--- src/rtl/dual_half_mac_pkg.sv ---
`timescale 1ns/1ps
package dual_half_mac_pkg;

  localparam int LANES = 2;

  typedef enum logic [1:0] {
    OP_FULL   = 2'b00,
    OP_SINGLE = 2'b01,
    OP_DUAL   = 2'b10,
    OP_DUALX  = 2'b11
  } macOp_e;

  // Strobes from control to datapath
  typedef struct packed {
    logic             load;
    logic             fullMode;
    logic [LANES-1:0] laneEn;
    logic [LANES-1:0] laneATop;
    logic [LANES-1:0] laneBTop;
  } macStrobe_t;

endpackage

--- src/rtl/dual_half_mac_ctrl.sv ---
`timescale 1ns/1ps
module dual_half_mac_ctrl
  import dual_half_mac_pkg::*;
(
  input  logic       clk,
  input  logic       rst,
  input  logic       inValid,
  input  logic [1:0] opCode,
  input  logic       selTopA,
  input  logic       selTopB,
  output macStrobe_t strobe,
  output logic       outValid
);

  always_comb begin
    strobe          = '0;
    strobe.load     = inValid;
    unique case (macOp_e'(opCode))
      OP_FULL: begin
        strobe.fullMode = 1'b1;
      end
      OP_SINGLE: begin
        strobe.laneEn      = 2'b01;
        strobe.laneATop[0] = selTopA;
        strobe.laneBTop[0] = selTopB;
      end
      OP_DUAL: begin
        // lane 0 pairs the top halves, lane 1 pairs the bottom halves
        strobe.laneEn   = 2'b11;
        strobe.laneATop = 2'b01;
        strobe.laneBTop = 2'b01;
      end
      OP_DUALX: begin
        // lane 0: top A with bottom B; lane 1: bottom A with top B
        strobe.laneEn   = 2'b11;
        strobe.laneATop = 2'b01;
        strobe.laneBTop = 2'b10;
      end
      default: strobe.laneEn = '0;
    endcase
  end

  always_ff @(posedge clk) begin
    if (rst) outValid <= 1'b0;
    else     outValid <= inValid;
  end

endmodule

--- src/rtl/dual_half_mac_dp.sv ---
`timescale 1ns/1ps
module dual_half_mac_dp
  import dual_half_mac_pkg::*;
#(
  parameter int DATA_W = 32
) (
  input  logic              clk,
  input  logic              rst,
  input  macStrobe_t        strobe,
  input  logic [DATA_W-1:0] opA,
  input  logic [DATA_W-1:0] opB,
  input  logic [DATA_W-1:0] accLo,
  input  logic [DATA_W-1:0] accHi,
  output logic [DATA_W-1:0] resLo,
  output logic [DATA_W-1:0] resHi
);

  localparam int HALF_W = DATA_W / 2;
  localparam int ACC_W  = 2 * DATA_W;
  localparam int EXT_W  = ACC_W - DATA_W;

  logic [ACC_W-1:0] laneExt [LANES];

  for (genvar g = 0; g < LANES; g++) begin : g_lane
    logic signed [HALF_W-1:0] halfA;
    logic signed [HALF_W-1:0] halfB;
    logic signed [DATA_W-1:0] laneProd;

    assign halfA    = strobe.laneATop[g] ? opA[DATA_W-1:HALF_W] : opA[HALF_W-1:0];
    assign halfB    = strobe.laneBTop[g] ? opB[DATA_W-1:HALF_W] : opB[HALF_W-1:0];
    assign laneProd = halfA * halfB;
    assign laneExt[g] = strobe.laneEn[g]
                      ? {{EXT_W{laneProd[DATA_W-1]}}, laneProd}
                      : '0;
  end

  logic [ACC_W-1:0] extA, extB, fullProd, laneSum, addend, nextAcc;

  assign extA     = {{EXT_W{opA[DATA_W-1]}}, opA};
  assign extB     = {{EXT_W{opB[DATA_W-1]}}, opB};
  assign fullProd = extA * extB;

  always_comb begin
    laneSum = '0;
    for (int i = 0; i < LANES; i++) laneSum = laneSum + laneExt[i];
  end

  assign addend  = strobe.fullMode ? fullProd : laneSum;
  assign nextAcc = {accHi, accLo} + addend;

  always_ff @(posedge clk) begin
    if (rst) begin
      resLo <= '0;
      resHi <= '0;
    end else if (strobe.load) begin
      resLo <= nextAcc[DATA_W-1:0];
      resHi <= nextAcc[ACC_W-1:DATA_W];
    end
  end

endmodule

--- src/rtl/dual_half_mac.sv ---
`timescale 1ns/1ps
module dual_half_mac
  import dual_half_mac_pkg::*;
#(
  parameter int DATA_W = 32
) (
  input  logic              clk,
  input  logic              rst,
  input  logic              inValid,
  input  logic [1:0]        opCode,
  input  logic              selTopA,
  input  logic              selTopB,
  input  logic [DATA_W-1:0] opA,
  input  logic [DATA_W-1:0] opB,
  input  logic [DATA_W-1:0] accLo,
  input  logic [DATA_W-1:0] accHi,
  output logic              outValid,
  output logic [DATA_W-1:0] resLo,
  output logic [DATA_W-1:0] resHi
);

  macStrobe_t strobe;

  dual_half_mac_ctrl u_ctrl (
    .clk      (clk),
    .rst      (rst),
    .inValid  (inValid),
    .opCode   (opCode),
    .selTopA  (selTopA),
    .selTopB  (selTopB),
    .strobe   (strobe),
    .outValid (outValid)
  );

  dual_half_mac_dp #(.DATA_W(DATA_W)) u_dp (
    .clk    (clk),
    .rst    (rst),
    .strobe (strobe),
    .opA    (opA),
    .opB    (opB),
    .accLo  (accLo),
    .accHi  (accHi),
    .resLo  (resLo),
    .resHi  (resHi)
  );

endmodule

--- config.mk ---
export PLATFORM = sky130hd
export DESIGN_NAME = dual_half_mac
export DESIGN_NICKNAME = d
export VERILOG_FILES = /design/src/rtl/dual_half_mac_pkg.sv /design/src/rtl/dual_half_mac_ctrl.sv /design/src/rtl/dual_half_mac_dp.sv /design/src/rtl/dual_half_mac.sv
export SDC_FILE = /design/constraint.sdc
export NUM_CORES = 2
export LEC_CHECK = 0
export ABC_CLOCK_PERIOD_IN_PS = 14900
export CELL_PAD_IN_SITES_DETAIL_PLACEMENT = 0
export CELL_PAD_IN_SITES_GLOBAL_PLACEMENT = 1
export CORE_ASPECT_RATIO = 0.9
export CORE_MARGIN = 10
export CORE_UTILIZATION = 47
export DETAILED_ROUTE_END_ITERATION = 16
export DONT_BUFFER_PORTS = 1
export MAX_ROUTING_LAYER = met4
export PLACE_DENSITY = 0.82
export SYNTH_ARGS = -nofsm -noshare
export SYNTH_HDL_FRONTEND = slang
export SYNTH_SLANG_ARGS = --single-unit
--- constraint.sdc ---
create_clock -name clk -period 14.9 [get_ports clk]
set_input_delay 3.725 -clock clk [delete_from_list [all_inputs] [get_ports clk]]
set_output_delay 3.725 -clock clk [all_outputs]
set_load 0.01 [all_outputs]
**After elaboration in Yosys (flattened, before gate mapping)**

Cells that the tools add are included.

- Bits in registers: 65
- Latch bits: 0
- Bits in writable memories: 0
- Bits in read-only memories: 0
- Input bits: 135
- Output and inout port bits: 65
- Logic and storage cells: 24
- Memories: 0

- Add/sub/neg operators: 2
- Multiply operators: 3
- Div/mod/pow operators: 0
- Order comparisons: 0
- Equal/unequal tests: 3
- Shift-type cells: 0
- Muxes and demuxes: 11
- Bitwise gates (word level): 0
- Reductions and logical operators: 2

Operators by type and width:

| cell | count |
|---|---|
| 64-bit two-way mux | 3 |
| 64-bit adder | 2 |
| 16-bit by 16-bit multiplier with 32-bit output | 2 |
| 32-bit by 32-bit multiplier with 64-bit output | 1 |
| 16-bit two-way mux | 3 |
| 2-bit equality test, second input constant | 2 |
| 1-bit case mux with 2 select lines | 2 |
| 2-bit case mux with 2 select lines | 1 |
| 2-bit by 1-bit equality test with 1-bit output, second input constant | 1 |
| 2-bit zero test | 1 |
| 1-bit two-way mux | 2 |
| 2-bit OR reduction | 1 |

**Logic depth before layout (Yosys ltp)**

- Word-level depth: 9
- Depth in mapped cells: 54

**Hierarchy**

Synthesis repeated with hierarchy kept, for this count alone.

- Cells, all modules: 7425
- Area total of the unflattened synthesis: 64534.4 µm²

By module, submodules not included:

| module | instances | cells each | area an instance (µm²) | sequential area each (µm²) |
|---|---|---|---|---|
| dual_half_mac_dp | 1 | 7406 | 64381.7 | 1281.2 |
| dual_half_mac_ctrl | 1 | 19 | 152.6 | 20.0 |

**Least setup slack after synthesis**

OpenSTA, ideal clock, no wires.

- Path type: in2reg
- From: input opCode[0]
- To: register u_dp.resHi[23]
- Library setup time: 0.128 ns
- Data arrival time: 14.967 ns
- Data required time: 14.772 ns
- Slack: -0.194 ns
- Cell stages on the path: 50
- Path buffers: 4
- Path through: ha_1 clkbuf_1 nor2_1 a21oi_1 buf_2 buf_1 mux2i_1 nor2_1 fa_1 inv_1 fa_1 fa_1 inv_1 fa_1 fa_1 inv_1 fa_1 inv_1 [... 14 more ...] nand3_1 o211ai_1 a311o_1 fa_1 mux2_2 ha_1 clkbuf_1 nand4_1 nor3_1 inv_1 o221ai_2 a41o_2 a31oi_1 o21ai_1 a31oi_1 xnor2_1 mux2i_1 nor2_1

- Cells in the longest elaborated chain, start to end: 9
- Elaborated cells on any way between the ends: 20

Ends and longest elaborated chain:

| element | RTL line | source |
|---|---|---|
| start, declared | dual_half_mac.sv:10 | `input logic [1:0] opCode,` |
| 2-bit equality test | dual_half_mac_ctrl.sv:18 | `unique case (macOp_e'(opCode))` |
| 2-bit OR reduction (no line) | - |  |
| 1-bit case mux with 2 select lines | dual_half_mac_ctrl.sv:18 |  |
| 16-bit two-way mux | dual_half_mac_dp.sv:29 | `assign halfA = strobe.laneATop[g] ? opA[DATA_W-1:HALF_W] : opA[HALF_W-1:0];` |
| 16-bit by 16-bit multiplier with 32-bit output | dual_half_mac_dp.sv:31 | `assign laneProd = halfA * halfB;` |
| 64-bit two-way mux | dual_half_mac_dp.sv:33 | `? {{EXT_W{laneProd[DATA_W-1]}}, laneProd}` |
| 64-bit adder | dual_half_mac_dp.sv:45 | `for (int i = 0; i < LANES; i++) laneSum = laneSum + laneExt[i];` |
| 64-bit two-way mux (*) | dual_half_mac_dp.sv:48 | `assign addend = strobe.fullMode ? fullProd : laneSum;` |
| 64-bit adder (*) | dual_half_mac_dp.sv:49 | `assign nextAcc = {accHi, accLo} + addend;` |
| end signal, assigned | dual_half_mac_dp.sv:57 | `resHi <= nextAcc[ACC_W-1:DATA_W];` |
| end, declared | dual_half_mac_dp.sv:15 | `output logic [DATA_W-1:0] resHi` |

Mark *: on every way between the ends. The rest lies on a longest branch, timed or not.
A chain may end at the register's enable or synchronous reset.

**Worst setup path in the final report**

- From: input opCode[0]
- To: register u_dp.resHi[31]

The elaborated chain is that of the path after synthesis.

==> flow_summary.yaml <==
setup_path:
  max_stage_delay_ns: 0.52
  crit_type: "in -> reg"
  worstPathArrival_ns: 14.63
  end_kind: "flip-flop"
  critical-path-top-delay-family: "adder cells"
  worst_ep_required_time_ns: 15.15
  path_buf_inv: 8
  startpoint_type: "input port"
  slowest_stage: "fa_1"
  crit_top_cell: "fa_1"
  critPathMaxFanout: 8
detailed_routing:
  drc: 0
  detail_route.wirelength_um: 203000
  drt_first_pass_iters: 5
  vias: 49700
  detail-route-antenna-nets: 0
  first_iter_violations: 4035
  wl_per_cell_um: 21.9
  routed_via_density: 5.37
timing:
  whs_ns: 0.512
  report.final.setup_viol: 0
  timing.final.ws_setup_ns: 0.522
  fmax_ghz: 0.0695
  fin_skew_ns: 0
  maxSlewHeadroom_pct: 9.75
  finalCriticalPeriod_ns: 14.38
  hold_viol: 0
  final-max-slew-violation-count: 0
  worst_slew_pin_slew_ns: 1.35
  period_share_pct: 96.5
yosys:
  ys_seq_area_share_pct: 2.03
  synth_top_area_share_pct: 50.2
  synth_seq_cells: 65
  synth.distinct_cells: 82
  synth_nets: 9583
  synth_area_leader_cell: "fa_1"
  synth_edf_count: 0
  synth.area.top_cells: "fa_1, inv_1, ha_1"
  synth_warnings: 0
  synth_async_sr_flop_share_pct: 0
  netlist_area_um2: 64200
  synth_cells: 7389
  synth_flop_cell: "dfxtp_1"
  syn_avg_cell_area_um2: 8.68
die:
  die_w_um: 410
  rows: 128
  die_y_um: 371
  initial_core_util_pct: 47.4
  dieArea_um2: 152000
  ios: 200
  coreArea_um2: 135000
clocking:
  clock_sinks: 65
  clk_path_buf_depth: 2
  ctsHoldBuffers: 0
  clkLatencyLatePin_ns: 0.35
  cts-buffers-inserted: 9
  htree_levels: 3
  cts_tree: "done"
  root_buffer: "clkbuf_16"
  clkTransAtPathRegs_ns: 0.06
placed_design:
  placed_cells: 9237
  dp_slack_ns: 0.0576
  numPortBuffers: 0
  dpl_cell_area_um2: 68100
  gp_congestion: 0.992
  dp_hpwl_um: 166000
cells_and_area:
  multi_input_area_um2: 55100
  layout.nets: 9624
  fin_cells: 9258
  layout_commonest_cell: "inv_1"
  fill_cells: 13100
  final_cell_mix: "inv_1, fa_1, nand2_1"
  finalInstanceArea_um2: 68600
  syn2layout_area_growth_pct: 6.87
  drive_above_1_share_pct: 7.13
  seq_area_um2: 1300
flow_run:
  maxCapViolations: 0
global_routing:
  grt_use_total_pct: 27.9
  gr-total-overflow: 0
  grt_pass1_wl_um: 320000
  antenna_found_initial: 13
  grt_pass1_vias: 53300
  grt_max_degree: 60
hold_path:
  hold_path.class: "reg -> reg"
outcome:
  outcome: "complete, no violations"
-- metrics by stage --
stage                     setup TNS, ns  utilization (%)
after floorplan                       0                -
after global placement                0             50.3
after detailed placement              0             50.3
after CTS                             0             50.5
after global routing            -0.0442             50.6
final                                 0             50.6
-- worst reg2reg max path: cells and delay by family (launching register included) --
family	cells	cell delay, ns
and+or+nand+nor	1	0.08
DFF	1	0.49
AOI/OAI and AO/OA	1	0.23
-- repair_timing --
action                                  in CTS  in global routing
endpoints found under the setup margin       0                 19
gates resized for setup                      0                 43
setup buffers                                0                  2
-- state kept, by name (all words and copies together), names as in the netlist --
register,count
u_dp.resLo,32
u_dp.resHi,32
u_ctrl.outValid,1
-- Yosys cell counts (all sizes together), types with 4 or more instances --
cell type and count:
inv 1749, nand2b 72, nor3 32, xor2 76, buf 22, ha 450
clkbuf 337, o31ai 9, nand4 28, xnor2 147, nand3 38, o21ai 142
a211o 7, o21bai 39, nor2b 82, nor2 356, o2111ai 4, a211oi 26
o211ai 14, a2111oi 6, o21a 24, o221ai 4, a221oi 8, mux2 41
a21o 104, mux2i 75, a31oi 21, o31a 4, nor4 7, or3 16
fa 1609, or2 30, a21oi 212, and2 300, a41oi 4, a311oi 4
nand2 1149, o22ai 6, a21boi 8, and3 18, dfxtp 65, nor3b 4
o41ai 5
-- per-layer routing --
layer / vias up / GRT usage, % / wire (um)
met5: - / - / 0
met4: 0 / 4.99 / 3710
met3: 198 / 6.05 / 19400
met2: 1829 / 42.6 / 91000
met1: 25800 / 38.7 / 88400
li1: 21900 / - / -
-- logic make-up (layout without fill, tap and decap cells) --
| kind of cell | after synthesis | count (layout) | share of synthesized area, % |
|---|---|---|---|
| simple gates | 2138 | 2138 | 14.9 |
| buf+inv | 2108 | 2153 | 12.4 |
| fa+ha+maj | 2059 | 2059 | 59.0 |
| compound gates | 680 | 680 | 6.82 |
| xor+xnor | 223 | 223 | 3.04 |
| mux | 116 | 116 | 1.89 |
| flops | 65 | 65 | 2.03 |
| other cells | 0 | 4 | 0 |
-- path summary, 6_finish.rpt --
check	start	to	slack, ns	depth (start not counted)
worst min-delay path	u_dp.resLo[19]	u_dp.resLo[19]	0.51	2
worst max-delay path	opCode[0]	u_dp.resHi[31]	0.52	49
worst max register to register	u_dp.resLo[2]	u_dp.resLo[2]	14.01	2
worst min register to register	u_dp.resLo[19]	u_dp.resLo[19]	0.51	2
-- area by class of cell --
cell class	instances	share of cell area (%)
multi-input combinational	5216	80.4
inverter	1749	9.58
timing repair buffer	389	4.45
tap	1820	3.32
sequential	65	1.90
clock buffer	9	0.328
clock inverter	6	0.0620
antenna	4	0.0146
Power is not shown: default switching activity piles up to over one toggle a cycle in this logic, so the estimate is an artifact.
